<file path="src/rtl/uart_txst_pkg.sv">
package uart_txst_pkg;
  typedef enum logic [1:0] {
    LD_NONE = 2'b00,
    LD_DATA = 2'b01,
    LD_PRE  = 2'b10,
    LD_BRK  = 2'b11
  } ld_code_e;

  localparam int FLAG_BE = 0;
  localparam int FLAG_TD = 1;
  localparam int NFLAG   = 2;
endpackage

</file>
<file path="src/rtl/uart_txst_rsync.sv">
module uart_txst_rsync #(
  parameter int STAGES = 2
) (
  input  logic clk,
  input  logic rst_n,
  output logic rst_s
);
  logic [STAGES-1:0] sync_q;

  always_ff @(posedge clk or negedge rst_n) begin
    if (!rst_n) sync_q <= '0;
    else        sync_q <= {sync_q[STAGES-2:0], 1'b1};
  end

  assign rst_s = sync_q[STAGES-1];
endmodule

</file>
<file path="src/rtl/uart_txst_arm.sv">
module uart_txst_arm (
  input  logic clk,
  input  logic rst_n,
  input  logic rd,
  input  logic flag,
  input  logic consume,
  output logic armed
);
  logic armed_q, armed_n, armed_en;

  always_comb begin
    armed_en = consume | rd;
    armed_n  = consume ? 1'b0 : flag;
  end

  always_ff @(posedge clk or negedge rst_n) begin
    if (!rst_n)        armed_q <= 1'b0;
    else if (armed_en) armed_q <= armed_n;
  end

  assign armed = armed_q;
endmodule

</file>
<file path="src/rtl/uart_txst_queue.sv">
module uart_txst_queue
  import uart_txst_pkg::*;
#(
  parameter int DW = 8
) (
  input  logic          clk,
  input  logic          rst_n,
  input  logic          data_wr,
  input  logic [DW-1:0] data_wdata,
  input  logic          tx_en,
  input  logic          brk_wr,
  input  logic          shf_idle,
  output logic          issue,
  output ld_code_e      issue_code,
  output logic [DW-1:0] issue_data,
  output logic          buf_full,
  output logic          en_rise,
  output logic          data_load,
  output logic          tx_idle
);
  logic [DW-1:0] buf_q;
  logic          full_q, full_n;
  logic          pre_q, pre_n;
  logic          brk_q, brk_n;
  logic          fly_q, fly_n;
  logic          en_q;
  logic          any_pend;

  always_comb begin
    en_rise  = tx_en & ~en_q;
    any_pend = pre_q | brk_q | full_q;
    issue    = tx_en & shf_idle & ~fly_q & any_pend;
    if (pre_q)      issue_code = LD_PRE;
    else if (brk_q) issue_code = LD_BRK;
    else            issue_code = LD_DATA;
    data_load = issue & (issue_code == LD_DATA);
    pre_n  = en_rise | (pre_q  & ~(issue & (issue_code == LD_PRE)));
    brk_n  = brk_wr  | (brk_q  & ~(issue & (issue_code == LD_BRK)));
    full_n = data_wr | (full_q & ~data_load);
    fly_n  = issue   | (fly_q  & shf_idle);
    tx_idle = ~full_q & ~pre_q & ~brk_q & ~fly_q & shf_idle;
  end

  always_ff @(posedge clk or negedge rst_n) begin
    if (!rst_n) begin
      full_q <= 1'b0;
      pre_q  <= 1'b0;
      brk_q  <= 1'b0;
      fly_q  <= 1'b0;
      en_q   <= 1'b0;
    end else begin
      full_q <= full_n;
      pre_q  <= pre_n;
      brk_q  <= brk_n;
      fly_q  <= fly_n;
      en_q   <= tx_en;
    end
  end

  always_ff @(posedge clk or negedge rst_n) begin
    if (!rst_n)       buf_q <= '0;
    else if (data_wr) buf_q <= data_wdata;
  end

  assign issue_data = buf_q;
  assign buf_full   = full_q;
endmodule

</file>
<file path="src/rtl/uart_txst_flags.sv">
module uart_txst_flags (
  input  logic clk,
  input  logic rst_n,
  input  logic be_set,
  input  logic be_clr,
  input  logic td_set,
  input  logic td_clr,
  output logic buf_empty,
  output logic tx_done
);
  logic be_q, be_n, td_q, td_n;

  always_comb begin
    if (be_set)      be_n = 1'b1;
    else if (be_clr) be_n = 1'b0;
    else             be_n = be_q;
    if (td_clr)      td_n = 1'b0;
    else if (td_set) td_n = 1'b1;
    else             td_n = td_q;
  end

  always_ff @(posedge clk or negedge rst_n) begin
    if (!rst_n) begin
      be_q <= 1'b1;
      td_q <= 1'b1;
    end else begin
      be_q <= be_n;
      td_q <= td_n;
    end
  end

  assign buf_empty = be_q;
  assign tx_done   = td_q;
endmodule

</file>
<file path="src/rtl/uart_txst_ctrl.sv">
module uart_txst_ctrl
  import uart_txst_pkg::*;
#(
  parameter int DW         = 8,
  parameter int SHORT_LEN  = 10,
  parameter int LONG_LEN   = 11,
  parameter int RST_STAGES = 2,
  localparam int LENW      = $clog2(LONG_LEN + 1)
) (
  input  logic            clk,
  input  logic            rst_n,
  input  logic            stat_rd,
  input  logic            data_wr,
  input  logic [DW-1:0]   data_wdata,
  input  logic            tx_en,
  input  logic            brk_wr,
  input  logic            char_long,
  input  logic            shf_idle,
  output logic            buf_empty,
  output logic            tx_done,
  output logic            ld_req,
  output logic [1:0]      ld_code,
  output logic [DW-1:0]   ld_data,
  output logic [LENW-1:0] ld_len
);
  logic             rst_s;
  logic             issue, buf_full, en_rise, data_load, tx_idle;
  ld_code_e         issue_code;
  logic [DW-1:0]    issue_data;
  logic [NFLAG-1:0] flag_vec, consume_vec, armed_vec;
  logic             td_act, be_clr, td_clr;

  uart_txst_rsync #(.STAGES(RST_STAGES)) rsync_i (
    .clk(clk), .rst_n(rst_n), .rst_s(rst_s)
  );

  uart_txst_queue #(.DW(DW)) queue_i (
    .clk(clk), .rst_n(rst_s), .data_wr(data_wr), .data_wdata(data_wdata),
    .tx_en(tx_en), .brk_wr(brk_wr), .shf_idle(shf_idle),
    .issue(issue), .issue_code(issue_code), .issue_data(issue_data),
    .buf_full(buf_full), .en_rise(en_rise), .data_load(data_load),
    .tx_idle(tx_idle)
  );

  always_comb begin
    td_act                 = data_wr | en_rise | brk_wr;
    flag_vec[FLAG_BE]      = buf_empty;
    flag_vec[FLAG_TD]      = tx_done;
    consume_vec[FLAG_BE]   = data_wr;
    consume_vec[FLAG_TD]   = td_act;
    be_clr                 = armed_vec[FLAG_BE] & data_wr & ~buf_full;
    td_clr                 = armed_vec[FLAG_TD] & td_act;
  end

  for (genvar g = 0; g < NFLAG; g++) begin : g_arm
    uart_txst_arm arm_i (
      .clk(clk), .rst_n(rst_s), .rd(stat_rd), .flag(flag_vec[g]),
      .consume(consume_vec[g]), .armed(armed_vec[g])
    );
  end

  uart_txst_flags flags_i (
    .clk(clk), .rst_n(rst_s),
    .be_set(data_load), .be_clr(be_clr),
    .td_set(tx_idle), .td_clr(td_clr),
    .buf_empty(buf_empty), .tx_done(tx_done)
  );

  assign ld_req  = issue;
  assign ld_code = issue ? issue_code : LD_NONE;
  assign ld_data = issue_data;
  assign ld_len  = char_long ? LENW'(LONG_LEN) : LENW'(SHORT_LEN);
endmodule

</file>
<file path="config.mk">
export PLATFORM = sky130hd
export DESIGN_NAME = uart_txst_ctrl
export DESIGN_NICKNAME = d
export VERILOG_FILES = /design/src/rtl/uart_txst_pkg.sv /design/src/rtl/uart_txst_rsync.sv /design/src/rtl/uart_txst_arm.sv /design/src/rtl/uart_txst_queue.sv /design/src/rtl/uart_txst_flags.sv /design/src/rtl/uart_txst_ctrl.sv
export SDC_FILE = /design/constraint.sdc
export NUM_CORES = 1
export LEC_CHECK = 0
export ABC_AREA = 1
export BUFFER_PORTS_ARGS = -buffer_cell sky130_fd_sc_hd__buf_2
export CORE_MARGIN = 10
export CORE_UTILIZATION = 42
export DETAILED_ROUTE_END_ITERATION = 8
export GPL_TIMING_DRIVEN = 0
export PLACE_DENSITY = 0.72
export SYNTH_ARGS = -nofsm -noshare
export SYNTH_HDL_FRONTEND = slang
export SYNTH_HIERARCHICAL = 1
export SYNTH_SLANG_ARGS = --single-unit
export TNS_END_PERCENT = 30
</file>
<file path="constraint.sdc">
create_clock -name clk -period 1 [get_ports clk]
set_clock_uncertainty 0.1 [all_clocks]
set_input_delay 0.15 -clock clk [delete_from_list [all_inputs] [get_ports clk]]
set_output_delay 0.15 -clock clk [all_outputs]
set_load 0.02 [all_outputs]
</file>
==> impl_metrics.yaml, run 1 <==
setup_path:
  critical_path.endpoint_type: "primary output"
  cp.arrival_ns: 1.21
  reg2reg_slack_ns: -0.17
  critPathLaunchType: "flop"
  timing.critical_path.depth: 7
  worst_path_most_repeated_cell: "sky130_fd_sc_hd__inv_2"
  r2r_start: "queue_i/brk_q$_DFF_PN0_"
  critPathMaxStageDelay_ns: 0.41
  critical-path-slowest-cell: "sky130_fd_sc_hd__dfrtp_1"
  criticalPathCategory: "flop to primary output"
  capturing_instance_or_port_of_the_critical_path: "ld_code[0]"
  critPathLaunch: "queue_i/brk_q$_DFF_PN0_"
  critPathRequiredTime_ns: 0.75
  rr_worst_depth: 6
  endpoint_of_the_worst_register_to_register_path: "flags_i/tx_done$_DFFE_PN1P_"
  critical_path.top_delay_family: "flip-flops"
  cp_num_buf_inv: 4
  highest_fanout_seen_on_the_critical_path: 3
  worstPathCellList: "inv_2, nand3_2, nand2_2, inv_2, nand2_2, inv_2, buf_6"
timing:
  timing_worst_slew_pin_value_ns: 0.664
  rsz_0062_raised_after_global_routing: "true"
  postLayoutSetupSlackWorst_ns: -0.458
  relSlewSlack_pct: 55.7
  final.min_clock_period_ns: 1.46
  max_transition_viols_final: 0
  hold_ws_ns: 0.0430
  achievable-frequency_mhz: 686
  finalCritPeriodShare_pct: 146
  final_hold_viol_count: 0
  finalSetupViolations: 18
floorplan:
  die_h_um: 64.8
  floorplan.core_area_um2: 1940
  initial_core_util_pct: 43.4
  die_x_um: 64.8
  number_of_ports_placed_on_the_die_boundary: 33
  placementRows: 16
  design.die.area_um2: 4200
finish:
  layout-area-overhead-vs-synth_pct: 56.4
  post-route-util_pct: 67.9
  finish.net_count: 177
  postLayoutCellArea_um2: 1320
  final.fill_count: 166
  number_of_antenna_repair_diodes: 0
  post_layout_nonfiller_instances: 187
  layout-drive-gt1-share_pct: 42.5
routing:
  pre_antenna_drt_iters: 4
  drt-wirelength-per-cell_um: 11.7
  drt-total-wl_um: 2180
  drtIter0Drc: 30
  final_antenna_net_count: 0
  drt_drc_violations_left: 0
  viasPerCell: 4.24
  routed-via-count: 792
clock_tree:
  htree_levels: 1
  worst_skew_pair.late_latency_ns: 0.29
  cts-root-to-sink-buffers: 2
  cts_sinks: 19
  cts_tree: "done"
  cts_buffers: 3
  worst_setup_hold_path_clk_slew_ns: 0.10
  clock-root-buffer: "sky130_fd_sc_hd__clkbuf_4"
global_routing:
  antenna_violations_before_repair: 0
  grt_start_max_net_pins: 18
  gr-total-overflow: 0
  vias_in_the_first_global_route: 930
  wire_length_of_the_first_global_routing_pass_um: 3720
  groute.usage.overall_pct: 10.7
placed_design:
  dp_hpwl_um: 1470
  place_congestion: 0.770
  detailed_place.area_um2: 1020
  place.detailed.instances: 160
  port_buffers: 28
synth:
  asyncSetResetFlopFracSynth_pct: 100
  syn-instance-count: 104
  mappedNetlistArea_um2: 843
  postSynth.topFlopCell: "sky130_fd_sc_hd__dfrtp_1"
  synth_cell_type_count: 17
  synth.ff_latch_count: 19
  synth_edf_count: 0
  syn-mean-instance-area_um2: 8.11
  library_cell_with_the_highest_instance_count_after_synthesis: "sky130_fd_sc_hd__nand2_1"
  yosys_warnings: 6
  synthDominantCellAreaShare_pct: 50.4
  ys_top_cells_by_area: "sky130_fd_sc_hd__dfrtp_1 50%, sky130_fd_sc_hd__nand2_1 18%, sky130_fd_sc_hd__inv_1 7.1%"
  synth_largest_area_cell: "sky130_fd_sc_hd__dfrtp_1"
  seq_area_frac_synth_pct: 56.7
  synth_top_cells_by_count: "41 x sky130_fd_sc_hd__nand2_1, 17 x sky130_fd_sc_hd__dfrtp_1, 16 x sky130_fd_sc_hd__inv_1"
flow_run:
  cap_violations: 0
hold_path:
  hp-start: "stat_rd"
  holdCritPathClass: "input port to flop"
power:
  powerDensity_nw_per_um2: 1270
  vdd.ir_drop.worst_mv: 1.24
  p_leak_nw: 0.738
  finalPower_mw: 1.67
outcome:
  status: "finished with violations"
  failed_checks: "setup timing"
## timing repair
action	CTS	global route
hold buffers	11	0
hold endpoints to repair	12	0
setup buffers	9	3
pin swaps	4	3
endpoints found under the setup margin	15	19
resized for setup	17	6
gates cloned	0	0
## worst min path at each step
stage,end,slack (ns),cells past startpoint
3_3_place_gp,rsync_i/sync_q[0]$_DFF_PN0_,-0.16,1
4_1_cts,g_arm[0].arm_i/armed$_DFFE_PN0P_,0.03,3
2_1_floorplan,rsync_i/sync_q[0]$_DFF_PN0_,-0.25,0
5_1_grt,g_arm[0].arm_i/armed$_DFFE_PN0P_,0.03,3
3_5_place_dp,rsync_i/sync_q[1]$_DFF_PN0_,-0.16,1
6_report,g_arm[0].arm_i/armed$_DFFE_PN0P_,0.04,3
## per-layer routing
metal	global-route usage [%]	routed length [µm]	share of wire, %
met1	10.4	824	38
met2	19.3	1160	53
met3	4.64	185	8.5
met4	4.81	14	0.64
met5	0	0	0
## placed cells by master, fill, tap and decap left out
master,netlist,routed
sky130_fd_sc_hd__nand2_1,41,38
sky130_fd_sc_hd__buf_4,4,16
sky130_fd_sc_hd__buf_2,1,23
sky130_fd_sc_hd__inv_1,16,11
sky130_fd_sc_hd__nand4_1,1,1
sky130_fd_sc_hd__nand2_2,0,3
sky130_fd_sc_hd__nor3_4,0,1
sky130_fd_sc_hd__nand3_1,4,3
sky130_fd_sc_hd__conb_1,3,4
sky130_fd_sc_hd__o21ai_2,1,1
sky130_fd_sc_hd__nor2_1,6,4
sky130_fd_sc_hd__o21bai_1,1,1
sky130_fd_sc_hd__dfstp_2,2,2
sky130_fd_sc_hd__nor2_2,2,3
sky130_fd_sc_hd__o22ai_1,1,1
sky130_fd_sc_hd__buf_6,0,6
sky130_fd_sc_hd__dlygate4sd3_1,0,11
sky130_fd_sc_hd__nand3_2,0,1
sky130_fd_sc_hd__clkbuf_1,0,1
sky130_fd_sc_hd__inv_2,2,7
sky130_fd_sc_hd__nor2_4,0,1
sky130_fd_sc_hd__a21oi_2,1,1
sky130_fd_sc_hd__dfrtp_1,17,17
sky130_fd_sc_hd__clkbuf_4,0,3
## layout make-up
type | instances | area (µm²) | area share, %
buffer | 5 | 35.0 | 2.66
clock buffer | 4 | 26.3 | 1.99
inverter | 18 | 67.6 | 5.12
multi-input combinational | 63 | 300 | 22.8
sequential | 19 | 478 | 36.2
tap | 27 | 33.8 | 2.56
timing repair buffer | 51 | 378 | 28.7
## logic make-up after synthesis
| group | Yosys count | synth area share, % |
|---|---|---|
| AOI/OAI and AO/OA | 4 | 3.71 |
| DFF | 19 | 56.7 |
| and+or+nand+nor | 55 | 26.1 |
| buffers and inverters | 23 | 12.2 |
| other | 3 | 1.34 |
## flip-flops by register name, summed over array words and instances, names as in the netlist
signal	cells
queue_i/issue_data	8
g_arm.arm_i/armed	2
rsync_i/sync_q	2
flags_i/buf_empty	1
flags_i/tx_done	1
queue_i/brk_q	1
queue_i/buf_full	1
queue_i/en_q	1
queue_i/fly_q	1
queue_i/pre_q	1
## power by group
part / internal, mW / switching [mW]
combinational: 0.201 / 0.215
clock: 0.155 / 0.216
sequential: 0.837 / 0.0498
total: 1.19 / 0.481
## worst min-delay path, stage by stage
cell and delay, ns:
sky130_fd_sc_hd__buf_2 0.12, sky130_fd_sc_hd__nand3_1 0.08, sky130_fd_sc_hd__nand2_1 0.05
## through the flow
stage | TNS, ns | worst slack, ns
2_1_floorplan | -0.293 | -0.146
3_3_place_gp | -0.610 | -0.214
3_5_place_dp | -0.757 | -0.251
4_1_cts | -2.95 | -0.451
5_1_grt | -3.97 | -0.539
6_report | -2.83 | -0.458
Note: power is estimated with default switching activity, not from simulation.
==> run 2: changes to the inputs <==
CORE_MARGIN = default   (was 10)
SKIP_CTS_REPAIR_TIMING = 1   (was default)
==> run 2 against run 1 <==
  * The run still ends with setup timing left
  * Sequential power hardly changed
  * Count of clock-buffer cells in the layout stayed put
  * Sequential cell count stayed put
  * Via count is 0.63% lower
  * Setup slack worse by 0.016 ns
  * Register-to-register slack worse by 0.07 ns
  * Fmax is 1.1% lower
  * Sequential share of layout area is 2.2 points higher
  * Largest cell class unchanged
  * Largest power group unchanged
==> impl_metrics.yaml, run 2 (synthesis results as in run 1) <==
finish:
  postLayoutCellArea_um2: 1240
  post_layout_nonfiller_instances: 178
  regArea_um2: 478
  multi_input_gate_area_in_the_final_layout_um2: 289
  final.fill_count: 161
  final_common_cell: "sky130_fd_sc_hd__nand2_1"
  flip_flop_count_of_the_largest_register_all_copies_and_words_added: 8
  mostFrequentLayoutCells: "37 x sky130_fd_sc_hd__nand2_1, 25 x sky130_fd_sc_hd__buf_2, 17 x sky130_fd_sc_hd__dfrtp_1"
  layout-drive-gt1-share_pct: 39.2
  number_of_antenna_repair_diodes: 0
  finish.net_count: 170
  post-route-util_pct: 69.0
  layout-area-overhead-vs-synth_pct: 47.5
timing:
  final_hold_viol_count: 0
  hold_ws_ns: 0.0463
  rsz_0062_raised_after_global_routing: "true"
  relSlewSlack_pct: 54.3
  timing_worst_slew_pin_value_ns: 0.685
  max_transition_viols_final: 0
  achievable-frequency_mhz: 678
  final.min_clock_period_ns: 1.47
  postLayoutSetupSlackWorst_ns: -0.474
  finalSetupViolations: 17
  finalCritPeriodShare_pct: 147
clock_tree:
  worst_skew_pair.late_latency_ns: 0.28
  cts-root-to-sink-buffers: 2
  worst_setup_hold_path_clk_slew_ns: 0.11
  htree_levels: 1
  cts_buffers: 3
  clock-root-buffer: "sky130_fd_sc_hd__clkbuf_4"
  cts_sinks: 19
  cts_tree: "done"
placed_design:
  dp_hpwl_um: 1140
  detailed_place.area_um2: 1020
  place_congestion: 0.799
  place.detailed.instances: 158
  port_buffers: 28
  pre_cts_slack_ns: -0.234
routing:
  pre_antenna_drt_iters: 4
  drtIter0Drc: 4
  drt-total-wl_um: 1760
  drt-wirelength-per-cell_um: 9.86
  viasPerCell: 4.42
  routed-via-count: 787
  drt_drc_violations_left: 0
  final_antenna_net_count: 0
floorplan:
  number_of_ports_placed_on_the_die_boundary: 33
  initial_core_util_pct: 46.8
  die_h_um: 46.8
  floorplan.core_area_um2: 1800
  design.die.area_um2: 2190
  placementRows: 15
  die_x_um: 46.8
setup_path:
  cp.arrival_ns: 1.22
  endpoint_of_the_worst_register_to_register_path: "flags_i/tx_done$_DFFE_PN1P_"
  reg2reg_slack_ns: -0.24
  worstPathCellList: "inv_2, nand3_2, nand2_2, inv_2, nand2_2, inv_2, buf_6"
  critPathRequiredTime_ns: 0.75
  critPathMaxStageDelay_ns: 0.40
  critical_path.endpoint_type: "primary output"
  criticalPathCategory: "flop to primary output"
  highest_fanout_seen_on_the_critical_path: 3
  critical-path-slowest-cell: "sky130_fd_sc_hd__dfrtp_1"
  worst_path_most_repeated_cell: "sky130_fd_sc_hd__inv_2"
  rr_worst_depth: 6
  r2r_start: "queue_i/brk_q$_DFF_PN0_"
  critPathLaunch: "queue_i/brk_q$_DFF_PN0_"
  critPathLaunchType: "flop"
hold_path:
  holdCritPathClass: "input port to flop"
  holdPathStages: 4
  worst_hold_path.endpoint: "g_arm[1].arm_i/armed$_DFFE_PN0P_"
  hp-start: "stat_rd"
global_routing:
  vias_in_the_first_global_route: 580
  groute.usage.overall_pct: 14.8
  gr-total-overflow: 0
  antenna_violations_before_repair: 0
  grt_start_max_net_pins: 18
  wire_length_of_the_first_global_routing_pass_um: 2280
power:
  power.switching_mw: 0.460
  vdd.ir_drop.worst_mv: 0.770
  clkPwrFrac_pct: 22.6
  intPower_mw: 1.16
  powerDensity_nw_per_um2: 1300
  p_leak_nw: 0.702
  p_seq_share_pct: 54.9
  switching_share_pct: 28.5
  pwr-share-comb_pct: 22.4
flow_run:
  cap_violations: 0
outcome:
  failed_checks: "setup timing"
  status: "finished with violations"
run 2: how the worst max path moves through the flow:
stage / endpoint / slack (ns) / cells after the start
2_1_floorplan: ld_code[0] / -0.15 / 5
3_3_place_gp: ld_code[0] / -0.21 / 6
3_5_place_dp: ld_code[1] / -0.23 / 6
4_1_cts: ld_code[1] / -0.56 / 6
5_1_grt: ld_code[0] / -0.55 / 7
6_report: ld_code[0] / -0.47 / 7
run 2: power by group through the flow:
stage / clock network, mW / registers (mW) / logic, mW
6_report: 0.366 / 0.889 / 0.363
4_1_cts: 0.381 / 0.883 / 0.282
3_3_place_gp: 0 / 0.897 / 0.275
5_1_grt: 0.411 / 0.899 / 0.397
3_5_place_dp: 0 / 0.896 / 0.283
2_1_floorplan: 0 / 0.942 / 0.130
run 2: stage by stage:
stage | TNS, ns | power, mW
floorplan | -0.293 | 1.07
global placement | -0.594 | 1.17
detailed placement | -0.743 | 1.18
CTS | -3.00 | 1.55
global route | -3.74 | 1.71
finish | -2.85 | 1.62
run 2: final cells by class:
class	count	area share, %
buffer	5	2.82
clock buffer	4	2.11
inverter	18	5.43
multi-input combinational	63	23.2
sequential	19	38.4
tap	25	2.52
timing repair buffer	44	25.5
run 2: routing by layer:
layer | vias up | GRT usage (%) | part of all wire [%]
met5 | - | 0 | 0
met4 | 0 | 5.14 | 0.46
met3 | 2 | 3.46 | 4.5
met2 | 25 | 23.6 | 51
met1 | 366 | 19.9 | 44
li1 | 394 | - | -
run 2: worst max-delay path: cells and delay by family, from the launching register on:
family | cells | cell delay (ns)
buffers and inverters | 4 | 0.28
and+or+nand+nor | 3 | 0.26
DFF | 1 | 0.40
